$ cat src/rtl/pwmt_pkg.sv
package pwmt_pkg;

  localparam int unsigned CTRL_OFS  = 8;
  localparam int unsigned CBUF_OFS  = 12;
  localparam int unsigned PBUF_OFS  = 16;
  localparam int unsigned CH_STRIDE = 12;

  // lowest bit of a channel's group; one empty group follows channel 0
  function automatic int unsigned grp_lsb(input int unsigned ch);
    return (ch == 0) ? 0 : 4 * (ch + 1);
  endfunction

  function automatic int unsigned pos_start(input int unsigned ch);
    return grp_lsb(ch);
  endfunction

  function automatic int unsigned pos_manual(input int unsigned ch);
    return grp_lsb(ch) + 1;
  endfunction

  function automatic int unsigned pos_invert(input int unsigned ch);
    return grp_lsb(ch) + 2;
  endfunction

  // the last channel has no invert bit; its reload bit takes that place
  function automatic int unsigned pos_reload(input int unsigned ch, input int unsigned nch);
    return (ch == nch - 1) ? grp_lsb(ch) + 2 : grp_lsb(ch) + 3;
  endfunction

  function automatic logic [31:0] ctrl_mask(input int unsigned nch);
    logic [31:0] m;
    m = '0;
    for (int unsigned c = 0; c < nch; c++) begin
      m[5'(pos_start(c))]       = 1'b1;
      m[5'(pos_manual(c))]      = 1'b1;
      m[5'(pos_reload(c, nch))] = 1'b1;
      if (c != nch - 1) m[5'(pos_invert(c))] = 1'b1;
    end
    return m;
  endfunction

endpackage

$ cat src/rtl/pwmt_regs.sv
module pwmt_regs
  import pwmt_pkg::*;
#(
  parameter int unsigned NUM_CH = 5,
  parameter int unsigned CNT_W  = 16,
  parameter int unsigned ADDR_W = 8,
  parameter int unsigned DATA_W = 32
) (
  input  logic                           clk,
  input  logic                           rst,
  input  logic                           bus_wr,
  input  logic [ADDR_W-1:0]              bus_addr,
  input  logic [DATA_W-1:0]              bus_wdata,
  output logic [DATA_W-1:0]              bus_rdata,
  output logic [DATA_W-1:0]              ctrl_q,
  output logic [NUM_CH-1:0][CNT_W-1:0]   cbuf,
  output logic [NUM_CH-1:0][CNT_W-1:0]   pbuf
);

  localparam logic [DATA_W-1:0] CTRL_MASK = DATA_W'(ctrl_mask(NUM_CH));
  localparam logic [ADDR_W-1:0] CTRL_A    = ADDR_W'(CTRL_OFS);

  logic [DATA_W-1:0] rd_d;

  // buffers stay in flops: every channel reads its pair in every clock
  always_ff @(posedge clk) begin
    if (rst) begin
      ctrl_q <= '0;
      cbuf   <= '0;
      pbuf   <= '0;
    end else if (bus_wr) begin
      if (bus_addr == CTRL_A) ctrl_q <= bus_wdata & CTRL_MASK;
      for (int n = 0; n < NUM_CH; n++) begin
        if (bus_addr == ADDR_W'(CBUF_OFS + CH_STRIDE * n)) cbuf[n] <= bus_wdata[CNT_W-1:0];
        if (bus_addr == ADDR_W'(PBUF_OFS + CH_STRIDE * n)) pbuf[n] <= bus_wdata[CNT_W-1:0];
      end
    end
  end

  always_comb begin
    rd_d = '0;
    if (bus_addr == CTRL_A) rd_d = ctrl_q;
    for (int n = 0; n < NUM_CH; n++) begin
      if (bus_addr == ADDR_W'(CBUF_OFS + CH_STRIDE * n)) rd_d = DATA_W'(cbuf[n]);
      if (bus_addr == ADDR_W'(PBUF_OFS + CH_STRIDE * n)) rd_d = DATA_W'(pbuf[n]);
    end
  end

  always_ff @(posedge clk) begin
    if (rst) bus_rdata <= '0;
    else     bus_rdata <= rd_d;
  end


  ctrl_rsvd_chk: assert property (@(posedge clk) disable iff (rst)
    (bus_addr == CTRL_A) |=> ((bus_rdata & ~CTRL_MASK) == '0));

endmodule

$ cat src/rtl/pwmt_chan.sv
module pwmt_chan #(
  parameter int unsigned CNT_W = 16
) (
  input  logic             clk,
  input  logic             rst,
  input  logic             tick,
  input  logic             start,
  input  logic             manual,
  input  logic             auto_rl,
  input  logic             invert,
  input  logic [CNT_W-1:0] cnt_buf,
  input  logic [CNT_W-1:0] cmp_buf,
  output logic             pwm_o
);

  localparam logic [CNT_W-1:0] ONES = '1;

  logic [CNT_W-1:0] cnt;
  logic [CNT_W-1:0] cmp;
  logic             armed;
  logic             step;
  logic             level;

  assign step  = start & tick;
  assign level = armed & (cnt <= cmp);

  always_ff @(posedge clk) begin
    if (rst) begin
      cnt   <= '0;
      cmp   <= '0;
      armed <= 1'b0;
    end else if (manual) begin
      cnt   <= cnt_buf;
      cmp   <= cmp_buf;
      armed <= 1'b1;
    end else if (step) begin
      if (cnt != '0) begin
        cnt <= cnt - 1'b1;
      end else if (auto_rl) begin
        cnt <= cnt_buf;
        cmp <= cmp_buf;
      end
    end
  end

  always_ff @(posedge clk) begin
    if (rst) pwm_o <= 1'b0;
    else     pwm_o <= level ^ invert;
  end


  hold_chk: assert property (@(posedge clk) disable iff (rst)
    (!manual && !step) |=> ($stable(cnt) && $stable(cmp)));


  load_chk: assert property (@(posedge clk) disable iff (rst)
    manual |=> ((cnt == $past(cnt_buf)) && (cmp == $past(cmp_buf))));


  dec_chk: assert property (@(posedge clk) disable iff (rst)
    (!manual && step && (cnt != '0)) |=> (cnt == $past(cnt) - 1'b1));


  stop_chk: assert property (@(posedge clk) disable iff (rst)
    (!manual && step && (cnt == '0) && !auto_rl) |=> (cnt == '0));


  reload_chk: assert property (@(posedge clk) disable iff (rst)
    (!manual && step && (cnt == '0) && auto_rl) |=> (cnt == $past(cnt_buf)));


  full_duty_chk: assert property (@(posedge clk) disable iff (rst)
    (armed && (cmp == ONES) && !invert) |=> pwm_o);

endmodule

$ cat src/rtl/pwmt_top.sv
module pwmt_top
  import pwmt_pkg::*;
#(
  parameter int unsigned NUM_CH = 5,
  parameter int unsigned CNT_W  = 16,
  parameter int unsigned ADDR_W = 8,
  parameter int unsigned DATA_W = 32
) (
  input  logic              clk,
  input  logic              rst,
  input  logic              bus_wr,
  input  logic [ADDR_W-1:0] bus_addr,
  input  logic [DATA_W-1:0] bus_wdata,
  output logic [DATA_W-1:0] bus_rdata,
  input  logic [NUM_CH-1:0] tick_en,
  output logic [NUM_CH-2:0] pwm_out
);

  localparam int unsigned LAST     = NUM_CH - 1;
  localparam int unsigned LAST_MAN = pos_manual(LAST);

  logic [DATA_W-1:0]            ctrl_q;
  logic [NUM_CH-1:0][CNT_W-1:0] cbuf;
  logic [NUM_CH-1:0][CNT_W-1:0] pbuf;
  logic [NUM_CH-1:0]            ch_o;

  pwmt_regs #(
    .NUM_CH(NUM_CH), .CNT_W(CNT_W), .ADDR_W(ADDR_W), .DATA_W(DATA_W)
  ) regs_i (
    .clk(clk), .rst(rst), .bus_wr(bus_wr), .bus_addr(bus_addr),
    .bus_wdata(bus_wdata), .bus_rdata(bus_rdata),
    .ctrl_q(ctrl_q), .cbuf(cbuf), .pbuf(pbuf)
  );

  for (genvar n = 0; n < NUM_CH; n++) begin : g_ch
    localparam int unsigned P_ST = pos_start(n);
    localparam int unsigned P_MU = pos_manual(n);
    localparam int unsigned P_AR = pos_reload(n, NUM_CH);
    logic inv;
    if (n == LAST) begin : g_noinv
      assign inv = 1'b0;
    end else begin : g_inv
      assign inv = ctrl_q[pos_invert(n)];
    end
    pwmt_chan #(.CNT_W(CNT_W)) chan_i (
      .clk(clk), .rst(rst), .tick(tick_en[n]),
      .start(ctrl_q[P_ST]), .manual(ctrl_q[P_MU]), .auto_rl(ctrl_q[P_AR]),
      .invert(inv), .cnt_buf(cbuf[n]), .cmp_buf(pbuf[n]), .pwm_o(ch_o[n])
    );
  end

  assign pwm_out = ch_o[NUM_CH-2:0];


  last_full_chk: assert property (@(posedge clk) disable iff (rst)
    ($past(ctrl_q[LAST_MAN], 2) && ($past(pbuf[LAST], 2) == '1)) |-> ch_o[LAST]);

endmodule

$ cat config.mk
export PLATFORM = sky130hd
export DESIGN_NAME = pwmt_top
export DESIGN_NICKNAME = d
export VERILOG_FILES = /design/src/rtl/pwmt_pkg.sv /design/src/rtl/pwmt_regs.sv /design/src/rtl/pwmt_chan.sv /design/src/rtl/pwmt_top.sv
export SDC_FILE = /design/constraint.sdc
export NUM_CORES = 1
export LEC_CHECK = 0
export BUFFER_PORTS_ARGS = -buffer_cell sky130_fd_sc_hd__clkbuf_2
export CAP_MARGIN = 20
export CORE_ASPECT_RATIO = 1.75
export CORE_MARGIN = 8
export CORE_UTILIZATION = 39
export CTS_CLUSTER_SIZE = 40
export DETAILED_ROUTE_END_ITERATION = 16
export GPL_TIMING_DRIVEN = 0
export SETUP_SLACK_MARGIN = 0.2
export SYNTH_ARGS = -nofsm -noshare
export SYNTH_HDL_FRONTEND = slang
export SYNTH_SLANG_ARGS = --single-unit
$ cat constraint.sdc
create_clock -name clk -period 6.2 [get_ports clk]
set_input_delay 1.24 -clock clk [delete_from_list [all_inputs] [get_ports clk]]
set_output_delay 1.24 -clock clk [all_outputs]
set_load 0.02 [all_outputs]
==> out/summary.txt <==
post-synth cell types: 83
worst hold slack: 0.451 ns
WP data required: 6.65 ns
Synth area leaders: dfxtp_1 40%, nand2_1 8.5%, a21oi_1 8.4%
row count: 101
area leader, netlist: dfxtp_1
cts repair resizes: 0
PD cells: 236 nW/um^2
htree depth: 2
commonest non-fill, non-tap cell in the layout: nand2_1
setup TNS: 0 ns
Slew Limit Headroom: 0.171
min Tclk post-route: 4.47 ns
most frequent cells in the layout: 384 x nand2_1, 338 x dfxtp_1, 284 x a21oi_1
slowest cell on the critical path: o32ai_1
final hold vios: 0
largest fanout on the critical path: 10
clock sinks: 338
clk_lat worst skew: 0.55 ns
FMAX: 223 MHz
YS warnings: 0
Crit path largest cell delay: 0.99 ns
total die area: 50800 sq um
Final Cell Area: 19200 sq um
fin cells: 2878
worst path bufs/invs: 3
Setup-failing EPs final: 0
Setup CP Type: primary input to register
max_cap viols: 0
DR pass1 iterations: 6
ANT cells: 0
Crit path max-delay family: compound AO/OA/AOI/OAI gates
core area: 43200 sq um
fin crit share: 0.722
Synth Area in Adders: 0.0530
layout cell share with drive strength beyond 1: 0.0839
pre-CTS worst setup slack: 1.61 ns
critical path startpoint category: primary input
total grt overflow: 0
fin util: 0.445
placed cell areas: 18100 sq um
top_reg_cell synth: dfxtp_1
RSZ-0062 raised after global routing: false
nets: 2408
Worst EP arrival: 4.92 ns
post-synthesis simple-gate area fraction: 0.225
Num CTS Buffers: 34
Worst Hold Class: register to register
Reg clk slew, reported paths: 0.06 ns
first-pass GRT wire length: 107000 um
DRT iter0 DRCs: 1348
sequential share of the synthesized area: 0.398
vias in the first global route: 16400
Post-CTS Setup Bufs: 0
hold buffers post-CTS: 0
largest net degree at the start of global routing: 16
hpwl dp: 56300 um
power after layout: 4.55 mW
setup slack after layout: 1.73 ns
largest family of logic cells by synthesized area: simple AND/OR/NAND/NOR gates
CTS tree: built
Leak Pwr: 7.30 nW
worst-case clock buffer depth: 3
IO Port Bufs: 58
antenna-violating nets left: 0
num ports: 84
Max Slew Vio Count: 0
xor/xnor cell area share of the yosys netlist: 0.000515
# placed instances: 2816
synthesized instance count: 2178
Cell Area, Synth: 17000 sq um
Starting Density: 0.393
post-synthesis compound-gate area fraction: 0.209
CTS root buf: clkbuf_16
Die H: 292 um
Synth top area share: 0.398
cells along the critical path: clkbuf_2 -> or2_2 -> buf_2 -> nor2_1 -> clkbuf_1 -> a32oi_1 -> o32ai_1 -> a31oi_1 -> o22ai_1
post-synthesis mux area share: 0.0515
DR DRC count: 0
VDD IR max: 0.214 mV
Via-to-Cell Ratio: 5.91
status: complete, no violations
EDFF count, synth: 0
crit path capture type: register
Via Count: 17000
synthesis-to-finish area growth: 13.3%
post-detailed-routing wire length: 74100 um
routability cong.: 1.05
Slew @ Worst Pin: 1.24 ns
initial antenna violation count: 0
routed length per placed instance: 25.7 um
async set-or-reset flop fraction in the synthesized netlist: 0
GRT Total Usage: 0.281
Syn Area/Cell: 7.80 sq um
synthesis-stage register bit count: 338
die span in x: 174 um
Final Skew: 0.0297 ns
## sequential cells by signal, indices dropped and copies added (netlist names)
register,count
g_ch.chan_i.cmp,64
g_ch.chan_i.cnt,64
regs_i.pbuf,80
regs_i.bus_rdata,23
g_ch.chan_i.armed,4
regs_i.ctrl_q,19
regs_i.cbuf,80
g_ch.chan_i.pwm_o,4
## cell usage after synthesis, drive strengths merged, types with 11 or more instances
cell type and instances:
nand2 384, dfxtp 338, a21oi 285, nor2 199
clkbuf 119, inv 98, mux2i 83, o21ai 80
ha 72, nand3 72, nor3 54, buf 40
a22oi 24, o22ai 20, and2 18, o221ai 18
nand4 17, o32ai 17, a31oi 15, a21o 14
and3 13, nor4 12, o211ai 12, or3 12
a2111oi 11
## logic make-up (layout without fill, tap and decap cells)
logic type	after synthesis	count (layout)
AOI/OAI and AO/OA	576	576
xor gates and xnor gates	1	1
adders and majority gates	72	72
buffers and inverters	258	384
DFF	338	338
muxes	87	87
other	1	9
and+or+nand+nor	845	845
## path summary, 6_finish.rpt
path / from / to / slack, ns / cells after the start
worst max-delay path: bus_addr[1] / regs_i.bus_rdata[10] / 1.73 / 9
worst min-delay path: regs_i.ctrl_q[22] / regs_i.ctrl_q[22] / 0.45 / 2
worst max register to register: regs_i.ctrl_q[13] / regs_i.bus_rdata[13] / 2.94 / 7
worst min register to register: regs_i.ctrl_q[22] / regs_i.ctrl_q[22] / 0.45 / 2
## layer usage
metal,track usage,routed length [um],vias up
met1,0.283,25800,8049
met4,0.246,7590,0
met3,0.0429,4300,294
met5,0,0,-
met2,0.500,36400,809
li1,-,-,7851
## where the power goes
group	total [mW]	internal (mW)	leakage, nW	switching, mW
registers	2.17	2.17	2.72	0.00214
logic	0.233	0.0462	4.03	0.187
clock network	2.14	1.22	0.554	0.924
## worst reg2reg max path, stage by stage, from the launching register on
cell and delay (ns):
dfxtp_1 0.33, clkbuf_1 0.31, o21ai_0 0.35, a21oi_1 0.10
a21oi_1 0.54, nor3_1 0.11, a2111oi_1 1.08, o22ai_1 0.24
## area by class of cell
type,instances,area [sq um]
Fill cell,4467,24000
Multi-Input combinational cell,1590,9200
Sequential cell,338,6770
Clock buffer,45,952
Tap cell,566,708
Buffer,159,692
Timing Repair Buffer,66,384
Inverter,99,372
Clock inverter,15,178
Note: power is estimated with default switching activity, not from simulation.
